[src/rtl/loc_owner_arb.sv]
module loc_owner_arb #(
  parameter int NUM_LOC   = 5,
  parameter int WIN_BITS  = 12,
  parameter int CTRL_OFS  = 'h008,
  parameter int STATE_OFS = 'h000,
  localparam int IDX_W    = 3,
  localparam int ADDR_W   = WIN_BITS + IDX_W
) (
  input  logic              clk,
  input  logic              rst_n,
  input  logic              wr_en,
  input  logic [ADDR_W-1:0] addr,
  input  logic [7:0]        wdata,
  output logic [31:0]       rdata,
  output logic              grant_en,
  output logic [IDX_W-1:0]  grant_loc
);

  logic [IDX_W-1:0]    win;
  logic [WIN_BITS-1:0] ofs;
  logic                win_ok, ctrl_wr, state_hit, is_owner, rel_own;
  logic [NUM_LOC-1:0]  req_q;
  logic                own_q, chg_q;
  logic [IDX_W-1:0]    loc_q, pick;
  logic                pick_vld, grant_now, reg_valid;

  assign win       = addr[ADDR_W-1:WIN_BITS];
  assign ofs       = addr[WIN_BITS-1:0];
  assign win_ok    = 32'(win) < NUM_LOC;
  assign ctrl_wr   = wr_en && win_ok && (ofs == WIN_BITS'(CTRL_OFS));
  assign state_hit = win_ok && (ofs == WIN_BITS'(STATE_OFS));
  assign is_owner  = own_q && (loc_q == win);
  assign rel_own   = ctrl_wr && wdata[1] && is_owner;
  assign reg_valid = !chg_q;

  always_comb begin
    pick = '0;
    for (int i = NUM_LOC - 1; i >= 0; i--)
      if (req_q[i]) pick = IDX_W'(i);
  end

  assign pick_vld  = |req_q;
  assign grant_now = !own_q && pick_vld && !chg_q;

  always_ff @(posedge clk) begin
    if (!rst_n) begin
      req_q <= '0;
      own_q <= 1'b0;
      loc_q <= '0;
      chg_q <= 1'b0;
    end else begin
      chg_q <= 1'b0;
      if (rel_own) begin
        own_q <= 1'b0;
        loc_q <= '0;
        chg_q <= 1'b1;
      end else if (grant_now) begin
        own_q      <= 1'b1;
        loc_q      <= pick;
        chg_q      <= 1'b1;
        req_q[pick] <= 1'b0;
      end
      if (ctrl_wr) begin
        if (wdata[0] && !is_owner && !(grant_now && pick == win))
          req_q[win] <= 1'b1;
        if (wdata[1])
          req_q[win] <= 1'b0;
      end
    end
  end

  assign grant_en  = own_q;
  assign grant_loc = own_q ? loc_q : '0;
  assign rdata     = state_hit ? {24'b0, reg_valid, 2'b0, grant_loc, is_owner, 1'b0} : 32'b0;


  loc_range_chk: assert property (@(posedge clk) disable iff (!rst_n)
    grant_en |-> (32'(grant_loc) < NUM_LOC));


  free_grant_chk: assert property (@(posedge clk) disable iff (!rst_n)
    (!grant_en && reg_valid && (|req_q)) |=> grant_en);


  lowest_wins_chk: assert property (@(posedge clk) disable iff (!rst_n)
    $rose(grant_en) |-> (($past(req_q) & ((NUM_LOC'(1) << grant_loc) - NUM_LOC'(1))) == '0));


  release_chk: assert property (@(posedge clk) disable iff (!rst_n)
    rel_own |=> !grant_en);


  valid_drop_chk: assert property (@(posedge clk) disable iff (!rst_n)
    ($rose(grant_en) || $fell(grant_en)) |-> !reg_valid);


  valid_pulse_chk: assert property (@(posedge clk) disable iff (!rst_n)
    !reg_valid |=> reg_valid);

endmodule

[config.mk]
export PLATFORM = sky130hd
export DESIGN_NAME = loc_owner_arb
export DESIGN_NICKNAME = d
export VERILOG_FILES = /design/src/rtl/loc_owner_arb.sv
export SDC_FILE = /design/constraint.sdc
export NUM_CORES = 1
export LEC_CHECK = 0
export ABC_CLOCK_PERIOD_IN_PS = 1600
export BUFFER_PORTS_ARGS = -buffer_cell sky130_fd_sc_hd__buf_2
export CORE_MARGIN = 8
export CORE_UTILIZATION = 38
export CTS_CLUSTER_DIAMETER = 150
export DETAILED_ROUTE_END_ITERATION = 12
export PLACE_DENSITY = 0.76
export SLEW_MARGIN = 10
export SYNTH_ARGS = -nofsm -noshare
export SYNTH_HDL_FRONTEND = slang
export SYNTH_SLANG_ARGS = --single-unit
export TNS_END_PERCENT = 20
[constraint.sdc]
create_clock -name clk -period 1.6 [get_ports clk]
set_input_delay 0.08 -clock clk [delete_from_list [all_inputs] [get_ports clk]]
set_output_delay 0.08 -clock clk [all_outputs]
set_load 0.01 [all_outputs]
==> flow_summary.json <==
{
  "switching_share_pct": 27.8,
  "ys_types": 37,
  "via_per_inst": 4.83,
  "routedWlPerCell_um": 12.4,
  "crit_path_max_fanout": 5,
  "status": "finished clean",
  "worstPathRequired_ps": 1750,
  "yosys.area.top_type": "buf_4",
  "tns_ps": 0,
  "clk_pin_slew_worst_paths_ps": 80,
  "ir_drop_uv": 364,
  "synth.most_common_cell": "buf_4",
  "maxCapViolations": 0,
  "grt_overflow_total": 0,
  "synthFlopType": "dfxtp_1",
  "p_int_uw": 417,
  "fill_cells": 268,
  "seqPwrFrac_pct": 43.0,
  "cts_made_buffers": 3,
  "die_w_um": 66.7,
  "syn_area_sq_um": 977,
  "die_h_um": 66.7,
  "cts_tree": "yes",
  "yosys-top-cells-count": "buf_4 (27), nor2_1 (15), dfxtp_1 (10)",
  "dieArea_sq_mm": 0.00445,
  "synthMuxAreaShare_pct": 0,
  "finalCriticalPeriod_ps": 1510,
  "fmax_mhz": 663,
  "fin_area_sq_mm": 0.00112,
  "cts_root_buffer": "clkbuf_4",
  "fin_skew_ps": 8.35,
  "crit_path_end_kind": "flop",
  "hpwl_um": 2010,
  "p_leak_nw": 0.524,
  "start_kind": "flop",
  "finalCoreUtilization_pct": 45.6,
  "grt_pass1_vias": 879,
  "cts_resized": 0,
  "grt_pass1_wl_um": 3670,
  "row_count": 18,
  "globalplace.congestion": 0.868,
  "drt_first_pass_iters": 4,
  "antenna_found_initial": 0,
  "synth-seq-cells": 10,
  "grt.total_usage_pct": 9.93,
  "ys_seq_area_share_pct": 20.5,
  "cts-htree-levels": 1,
  "synth_top_family_by_area": "simple AND/OR/NAND/NOR gates",
  "slew_viol_final": 0,
  "netSwitchingPower_uw": 161,
  "first_iter_violations": 38,
  "nets": 186,
  "initial_core_util_pct": 39.8,
  "synth-compound-area-share_pct": 16.6,
  "drc": 0,
  "synth_edf_count": 0,
  "synthTopCellsByArea": "buf_4 (21%), dfxtp_1 (20%), nor2_1 (5.8%), a21oi_1 (4.6%), nor4_4 (4.4%)",
  "drt-total-wl_um": 2340,
  "synthSimpleGateAreaFrac_pct": 36.1,
  "setup_viol": 0,
  "synthAdderAreaFrac_pct": 0,
  "core_area_sq_mm": 0.00245,
  "port_buffers": 28,
  "syn_inst": 127,
  "netlist.area_leader.share_pct": 20.7,
  "synth_warnings": 0,
  "diodes": 0,
  "power_frac_clock_pct": 39.8,
  "drtAntennaViolNets": 0,
  "area_delta_synth_final_pct": 14.6,
  "postCtsSetupRepairBufs": 0,
  "timing.hold.ws_ps": 140,
  "powerDensity_mw_per_mm2": 516,
  "grt_max_degree": 11,
  "hold_viol": 0,
  "hp-class": "input pin to flop",
  "vias": 912,
  "clkLatencyLatePin_ps": 260,
  "arrival_ps": 1660,
  "synth-async-reset-ratio_pct": 0,
  "finalCritPeriodShare_pct": 94.2,
  "cts.sinks": 10,
  "ctsLongestPathBuffers": 2,
  "ios": 62,
  "postSynthAreaPerCell_sq_um": 7.69,
  "p_comb_share_pct": 17.2,
  "hold_buffers": 0,
  "total_power_uw": 578,
  "synthXorXnorAreaFrac_pct": 2.69,
  "placed_area_sq_mm": 0.00107,
  "drive_gt1_share_pct": 29.6,
  "worstSetupPathType": "flop to flop"
}
==> cells in the final DEF, fill, tap and decap left out, drive strengths merged, types with 2 or more instances in the layout <==
cell type / count
nand3: 2
buf: 34
a31oi: 3
nor4: 4
o21bai: 2
nand4: 2
dfxtp: 10
o21ai: 5
and2: 4
a21o: 2
and3: 4
conb: 27
a21oi: 9
nor2: 15
xnor2: 3
nor3: 7
clkbuf: 4
nand2: 7
or2: 2
o311ai: 2
==> layout make-up <==
class                   count  area (sq um)  share of cell area, %
flip-flops and latches     10           200                   17.9
well taps                  30          37.5                   3.35
inverters                   1          3.75                  0.335
clock buffers               4          36.3                   3.24
multi-input cells         110           657                   58.7
repair buffers             34           185                   16.5
==> flip-flops by register name (all words and copies together) (netlist names) <==
name / flops
chg_q: 1
grant_en: 1
loc_q: 3
req_q: 5
==> logic make-up after synthesis <==
group	after synthesis
other cells	1
xor+xnor	3
compound gates	25
buf+inv	33
flops	10
simple gates	55
==> power groups by stage <==
stage	Clock, mW	Sequential (mW)	Combinational, mW
detailed placement	0	0.254	0.0964
CTS	0.235	0.249	0.0965
global route	0.247	0.249	0.109
floorplan	0	0.254	0.109
global placement	0	0.254	0.0943
finish	0.230	0.249	0.0995
==> critical path, cell delays in order (launching register included) <==
cell and delay, ps:
dfxtp_1 350, or3_1 390, o21bai_1 200, o311ai_2 280, a21o_1 160, a21oi_1 30
==> final timing paths <==
path	startpoint	to	slack [ps]	cells after the start
worst min register to register	loc_q[0]	loc_q[0]	500	2
worst max-delay path	req_q[0]	req_q[3]	90	5
worst max register to register	req_q[0]	req_q[3]	90	5
worst min-delay path	rst_n	chg_q	140	2
==> through the flow <==
step,worst slack [ps],std cells
2_1_floorplan,84.8,153
3_3_place_gp,138,185
3_5_place_dp,107,185
4_1_cts,87.9,189
5_1_grt,-4.07,189
6_report,92.7,189
==> metal layers <==
| metal | global-route usage [%] | vias up | share of wire [%] |
|---|---|---|---|
| li1 | - | 457 | - |
| met2 | 17.3 | 41 | 49 |
| met3 | 2.68 | 0 | 8.5 |
| met4 | 2.13 | 0 | 0 |
| met1 | 11.7 | 414 | 42 |
| met5 | 0 | - | 0 |
(Power assumes the default switching activity.)
